$ cat src/rtl/rra_pkg.sv
package rra_pkg;
   localparam int CAUSE_W = 2;

   typedef enum logic [CAUSE_W-1:0] {
      CAUSE_NONE   = 2'd0,
      CAUSE_LOWPWR = 2'd1,
      CAUSE_HWREQ  = 2'd2,
      CAUSE_RSVD   = 2'd3
   } cause_e;
endpackage

$ cat src/rtl/rra_sync.sv
module rra_sync #(
   parameter int WIDTH  = 1,
   parameter int STAGES = 2
) (
   input  logic             clk_i,
   input  logic             rst_ni,
   input  logic [WIDTH-1:0] d_i,
   output logic [WIDTH-1:0] q_o,
   output logic             busy_o
);
   if (STAGES < 2) begin : g_bad_stages
      $error("rra_sync: STAGES must be at least 2");
   end
   if (WIDTH < 1) begin : g_bad_width
      $error("rra_sync: WIDTH must be at least 1");
   end

   logic [STAGES-1:0][WIDTH-1:0] stg_q;

   always_ff @(posedge clk_i or negedge rst_ni) begin
      if (!rst_ni) begin
         stg_q <= '0;
      end else begin
         stg_q[0] <= d_i;
         for (int k = 1; k < STAGES; k++) begin
            stg_q[k] <= stg_q[k-1];
         end
      end
   end

   assign q_o    = stg_q[STAGES-1];
   assign busy_o = |stg_q;


   sync_quiet_chk: assert property (@(posedge clk_i) disable iff (!rst_ni)
      (!busy_o && d_i == '0) |=> q_o == '0);
endmodule

$ cat src/rtl/rra_hw_gate.sv
module rra_hw_gate #(
   parameter int NUM_HW      = 4,
   parameter int SYNC_STAGES = 0
) (
   input  logic              clk_i,
   input  logic              rst_ni,
   input  logic [NUM_HW-1:0] req_i,
   input  logic [NUM_HW-1:0] en_i,
   output logic [NUM_HW-1:0] q_o,
   output logic              busy_o
);
   if (NUM_HW < 1) begin : g_bad_num
      $error("rra_hw_gate: NUM_HW must be at least 1");
   end
   if (SYNC_STAGES == 1) begin : g_bad_sync
      $error("rra_hw_gate: SYNC_STAGES must be 0 or at least 2");
   end

   logic [NUM_HW-1:0] gated;
   assign gated = req_i & en_i;

   if (SYNC_STAGES == 0) begin : g_direct
      logic [NUM_HW-1:0] hw_q;

      always_ff @(posedge clk_i or negedge rst_ni) begin
         if (!rst_ni) begin
            hw_q <= '0;
         end else begin
            hw_q <= gated;
         end
      end

      assign q_o    = hw_q;
      assign busy_o = |hw_q;

      for (genvar i = 0; i < NUM_HW; i++) begin : g_chk

         hw_rise_chk: assert property (@(posedge clk_i) disable iff (!rst_ni)
            (req_i[i] && en_i[i]) |=> q_o[i]);

         hw_masked_chk: assert property (@(posedge clk_i) disable iff (!rst_ni)
            !en_i[i] |=> !q_o[i]);
      end
   end else begin : g_synced
      rra_sync #(
         .WIDTH  (NUM_HW),
         .STAGES (SYNC_STAGES)
      ) i_hw_sync (
         .clk_i  (clk_i),
         .rst_ni (rst_ni),
         .d_i    (gated),
         .q_o    (q_o),
         .busy_o (busy_o)
      );
   end
endmodule

$ cat src/rtl/rra_main_gate.sv
module rra_main_gate
   import rra_pkg::*;
(
   input  logic   clk_i,
   input  logic   rst_ni,
   input  logic   req_i,
   input  logic   pd_n_i,
   input  cause_e cause_i,
   output logic   main_o
);
   logic ign_q;
   logic main_q;

   always_ff @(posedge clk_i or negedge rst_ni) begin
      if (!rst_ni) begin
         ign_q <= 1'b0;
      end else if (!pd_n_i && cause_i == CAUSE_LOWPWR) begin
         ign_q <= 1'b1;
      end else if (cause_i != CAUSE_LOWPWR) begin
         ign_q <= 1'b0;
      end
   end

   always_ff @(posedge clk_i or negedge rst_ni) begin
      if (!rst_ni) begin
         main_q <= 1'b0;
      end else begin
         main_q <= req_i && (main_q || !ign_q);
      end
   end

   assign main_o = main_q;


   ign_set_chk: assert property (@(posedge clk_i) disable iff (!rst_ni)
      (!pd_n_i && cause_i == CAUSE_LOWPWR) |=> ign_q);

   ign_clear_chk: assert property (@(posedge clk_i) disable iff (!rst_ni)
      (cause_i != CAUSE_LOWPWR) |=> !ign_q);

   main_block_chk: assert property (@(posedge clk_i) disable iff (!rst_ni)
      (ign_q && !main_o) |=> !main_o);

   main_clear_chk: assert property (@(posedge clk_i) disable iff (!rst_ni)
      !req_i |=> !main_o);
endmodule

$ cat src/rtl/rst_req_aggregator.sv
module rst_req_aggregator
   import rra_pkg::*;
#(
   parameter int NUM_HW         = 4,
   parameter int ESC_STAGES     = 2,
   parameter int HW_SYNC_STAGES = 0
) (
   input  logic                clk_slow_i,
   input  logic                rst_slow_ni,
   input  logic [NUM_HW-1:0]   hw_req_i,
   input  logic [NUM_HW-1:0]   hw_en_i,
   input  logic                main_pwr_req_i,
   input  logic                esc_req_i,
   input  logic                sw_req_i,
   input  logic                main_pd_n_i,
   input  logic [CAUSE_W-1:0]  cause_i,
   output logic [NUM_HW+1:0]   req_o
);
   localparam int MAIN_IDX = NUM_HW;
   localparam int ESC_IDX  = NUM_HW + 1;
   localparam int OUT_W    = NUM_HW + 2;

   if (NUM_HW < 1) begin : g_bad_num
      $error("rst_req_aggregator: NUM_HW must be at least 1");
   end
   if (ESC_STAGES < 2) begin : g_bad_esc
      $error("rst_req_aggregator: ESC_STAGES must be at least 2");
   end

   logic [NUM_HW-1:0] hw_q;
   logic              hw_busy;
   logic              main_q;
   logic              esc_q;
   logic              esc_busy;

   rra_hw_gate #(
      .NUM_HW      (NUM_HW),
      .SYNC_STAGES (HW_SYNC_STAGES)
   ) i_hw_gate (
      .clk_i  (clk_slow_i),
      .rst_ni (rst_slow_ni),
      .req_i  (hw_req_i),
      .en_i   (hw_en_i),
      .q_o    (hw_q),
      .busy_o (hw_busy)
   );

   rra_main_gate i_main_gate (
      .clk_i   (clk_slow_i),
      .rst_ni  (rst_slow_ni),
      .req_i   (main_pwr_req_i),
      .pd_n_i  (main_pd_n_i),
      .cause_i (cause_e'(cause_i)),
      .main_o  (main_q)
   );

   rra_sync #(
      .WIDTH  (1),
      .STAGES (ESC_STAGES)
   ) i_esc_sync (
      .clk_i  (clk_slow_i),
      .rst_ni (rst_slow_ni),
      .d_i    (esc_req_i),
      .q_o    (esc_q),
      .busy_o (esc_busy)
   );

   logic [OUT_W-1:0] vec;
   always_comb begin
      vec               = '0;
      vec[NUM_HW-1:0]   = hw_q;
      vec[MAIN_IDX]     = main_q;
      vec[ESC_IDX]      = esc_q;
   end
   assign req_o = vec;


   sw_quiet_chk: assert property (@(posedge clk_slow_i) disable iff (!rst_slow_ni)
      (sw_req_i && !hw_busy && (hw_req_i & hw_en_i) == '0
       && !main_pwr_req_i && !esc_busy && !esc_req_i) |=> req_o == '0);

   reset_zero_chk: assert property (@(posedge clk_slow_i)
      !rst_slow_ni |-> req_o == '0);
endmodule

$ cat config.mk
export PLATFORM = sky130hd
export DESIGN_NAME = rst_req_aggregator
export DESIGN_NICKNAME = d
export VERILOG_FILES = /design/src/rtl/rra_pkg.sv /design/src/rtl/rra_sync.sv /design/src/rtl/rra_hw_gate.sv /design/src/rtl/rra_main_gate.sv /design/src/rtl/rst_req_aggregator.sv
export SDC_FILE = /design/constraint.sdc
export NUM_CORES = 1
export LEC_CHECK = 0
export BUFFER_PORTS_ARGS = -buffer_cell sky130_fd_sc_hd__clkbuf_2
export CORE_AREA = 2 2 39 41
export CTS_BUF_LIST = sky130_fd_sc_hd__clkbuf_8
export DETAILED_ROUTE_END_ITERATION = 10
export DIE_AREA = 0 0 41 43
export GPL_ROUTABILITY_DRIVEN = 0
export PLACE_DENSITY = 0.45
export SYNTH_ARGS = -nofsm -noshare
export SYNTH_HDL_FRONTEND = slang
export SYNTH_SLANG_ARGS = --single-unit
export TNS_END_PERCENT = 5
$ cat constraint.sdc
create_clock -name clk_slow_i -period 1.6 [get_ports clk_slow_i]
set_input_delay 0.24 -clock clk_slow_i [delete_from_list [all_inputs] [get_ports clk_slow_i]]
set_output_delay 0.24 -clock clk_slow_i [all_outputs]
set_load 0.01 [all_outputs]
==> impl_results.md <==
* Result of the run: finished, final reports clean
* Sum of routed wire length over all layers at approximately 560 um
* Most used standard cell by instance count after synthesis: dfrtp_1
* Diode insertion count for antenna repair at 0
* Setup WS pre-CTS at approximately 0.87 ns
* Clock period minus final worst setup slack at 0.9618 ns
* Cells traversed along the worst timing path: clkbuf_2
* Peak supply drop at 0.0003032 V
* Critical path required time at 1.36 ns
* WL met2 at 233 um
* Slew @ Worst Pin at slightly above 0.2 ns
* Count of mapped cells out of synthesis at 18
* Share of the cycle needed by the critical path after routing at between 60 and 70%
* Depth of the most critical reg-to-reg path at 2
* Number of H-tree branching levels at 1
* Number of warning messages in the yosys log at 0
* Min-delay src: esc_req_i
* Cell depth of the worst min-delay path at 1
* Via count at 205
* Distinct cells, synth at 7
* Final Setup Violations at 0
* Initial Util at about a fifth
* Synth-to-Final Area Change at 57.87%
* Buf/Inv on CP at 1
* Clock input transition at the sequential cells of the worst setup and hold paths at 0.04 ns
* Post-CTS sizing at 0
* Number of nets in the finished design at 58
* Final core utilization at 30.83%
* Worst reg2reg startpoint: i_main_gate.ign_q$_DFFE_PN0P_
* Number of global-route vias before repair at 208
* Maximum count of clock buffers along a single path at 2
* Post-route setup slack at 0.6382 ns
* Maximum single-stage delay on the critical path at 0.37 ns
* Cell type group with the largest total delay on the critical path: flip-flops
* Library cell with the largest summed area after synthesis: dfrtp_1
* Synth area leaders: dfrtp_1 (74%), and2_1 (9.3%), buf_4 (5.6%)
* Max frequency at 1040 MHz
* Post-Place Cell Area at 375.4 um^2
* Die Span X at 41 um
* Synthesized area per cell at between 15 and 20 um^2
* Synth top area share at around 74%
* Die Footprint at ~1800 um^2
* Type of the most critical hold path: input port to flip-flop
* Mapped Area at approximately 270 um^2
* Crit Path Max Fanout at 2
* Overflow left after global routing at 0
* Maximum clock skew at final layout at between 0.0005 and 0.0006 ns
* Worst hold margin at 0.1216 ns
* Number of clock sinks seen by CTS at 8
* Buffers added on ports at 20
* Core area at 1384 um^2
* Die height at 43 um
* Wire length per cell after detailed routing at 9.982 um
* Total count of max-transition violations in the final report at 0
* Unrepaired setup endpoints after global routing: false
* Post-CTS repair timing setup buffer count at 0
* Startpoint Class: flip-flop
* Register-to-register setup slack at 0.92 ns
* Antenna Nets Post-Route at 0
* Global-route wire length before repair at 765 um
* Number of hold violations in the final report at 0
* Number of flip-flops and latches in the synthesized netlist at 8
* Wire length on met1 at 242 um
* Clock buffer count from CTS at 3
* DRC marker count from the first detailed-route iteration at 0
* PD cells at 1153 nW/um^2
* Synth Flop Type: dfrtp_1
* Detailed-route vias per instance at 3.661
* CTS tree: yes
* Antenna violations before repair at 0
* DRT Pass-1 Iters at 1
* Filler Cell Count at between 100 and 150
* Highest metal layer with signal wires: met3
* Worst Path Arrival at 0.72 ns
* Number of primary I/O pins at 22
* Hold-critical path endpoint: i_esc_sync.stg_q[0]$_DFF_PN0_
* Proportion of synthesized chip area in sequential cells at 74.07%
* Final design instance area without fill at approximately 430 um^2
* Setup TNS after final layout at 0 ns
* Final HPWL DP at 483 um
* Most frequent cells after synthesis: dfrtp_1 (8), and2_1 (4), buf_4 (2)
* Power consumption at between 0.4 and 0.5 mW
* Max-slew headroom at between 80% and 90%
* Synth async-reset ratio at 100.0%
* Largest net degree at the start of global routing at 9
* Detailed route wirelength on metal3 at between 80 and 90 um
* Gr usage total at 7.825%
* Max-cap violation count at 0
* Static leakage at 0.2339 nW
* Number of synthesized flops with an enable pin at 0
* Cell Count Post-Placement at between 50 and 60
* Synthesized net count at 34
* Layout cells sized above 1 at 60.00%
* Drt drc at 0
* Worst flop-to-flop path endpoint: i_main_gate.ign_q$_DFFE_PN0P_
* Crit. End Element: output port
* Number of non-filler instances in the completed layout at 56
* Startpoint-to-endpoint class of the critical path: flip-flop to output port
* Std-Cell Rows at 14
* Worst-skew pair later-pin latency at around 0.22 ns
* CTS root buf: clkbuf_8
* Worst path slowest cell: dfrtp_1
[cells in the final DEF, fill, tap and decap left out]
master and count:
nor2b_1 1, dlygate4sd3_1 1, clkbuf_2 20, and2_1 4, a21boi_0 1, inv_1 1
clkbuf_8 3, dfrtp_1 8, nor3b_2 1
[power breakdown]
part | switching, mW | internal (mW) | leakage [nW] | total [mW]
Combinational | 0.0172 | 0.0239 | 0.112 | 0.0411
Sequential | 0.00397 | 0.214 | 0.100 | 0.218
Clock | 0.0707 | 0.162 | 0.0216 | 0.233
Total | 0.0919 | 0.400 | 0.234 | 0.492
[state kept, by name, indices dropped and copies added, names as in the netlist]
register / flops
i_hw_gate.q_o: 4
i_esc_sync.stg_q: 1
i_main_gate.main_o: 1
i_esc_sync.q_o: 1
i_main_gate.ign_q: 1
[metal layers]
layer	up-vias	GRT usage, %
met3	0	5.236
met4	0	10.00
met1	88	6.020
met5	-	0
li1	97	-
met2	20	10.63
[worst max path at each step]
stage | startpoint | to | slack [ns] | cells past startpoint
floorplan | i_main_gate.main_o$_DFF_PN0_ | req_o[4] | 0.87 | 1
global placement | i_main_gate.main_o$_DFF_PN0_ | req_o[4] | 0.89 | 1
detailed placement | i_main_gate.main_o$_DFF_PN0_ | req_o[4] | 0.87 | 1
CTS | i_hw_gate.q_o[3]$_DFF_PN0_ | req_o[3] | 0.62 | 1
global route | i_main_gate.main_o$_DFF_PN0_ | req_o[4] | 0.61 | 1
finish | i_main_gate.main_o$_DFF_PN0_ | req_o[4] | 0.64 | 1
[logic make-up after synthesis]
family | count (synthesis) | synth area share, %
compound gates | 1 | 2.779
buf+inv | 3 | 6.941
simple gates | 6 | 16.20
flops | 8 | 74.07
[worst reg2reg max path: stages, from the launching register on]
cell     delay, ns
dfrtp_1       0.37
nor2b_1       0.14
nor3b_2       0.06
[layout make-up]
cell class                      count  area [um^2]  area share [%]
Clock buffer                        3        41.29           9.677
Inverter                            1        3.754          0.8798
Multi-Input combinational cell      7        51.30           12.02
Sequential cell                     8        200.2           46.92
Tap cell                           16        20.02           4.692
Timing Repair Buffer               21        110.1           25.81
[what timing repair did]
action / CTS / global route
hold buffers: 1 / 0
setup endpoints to repair: 0 / 0
endpoints found under the hold margin: 8 / 0
No activity file was read; power rests on OpenSTA's default activity.
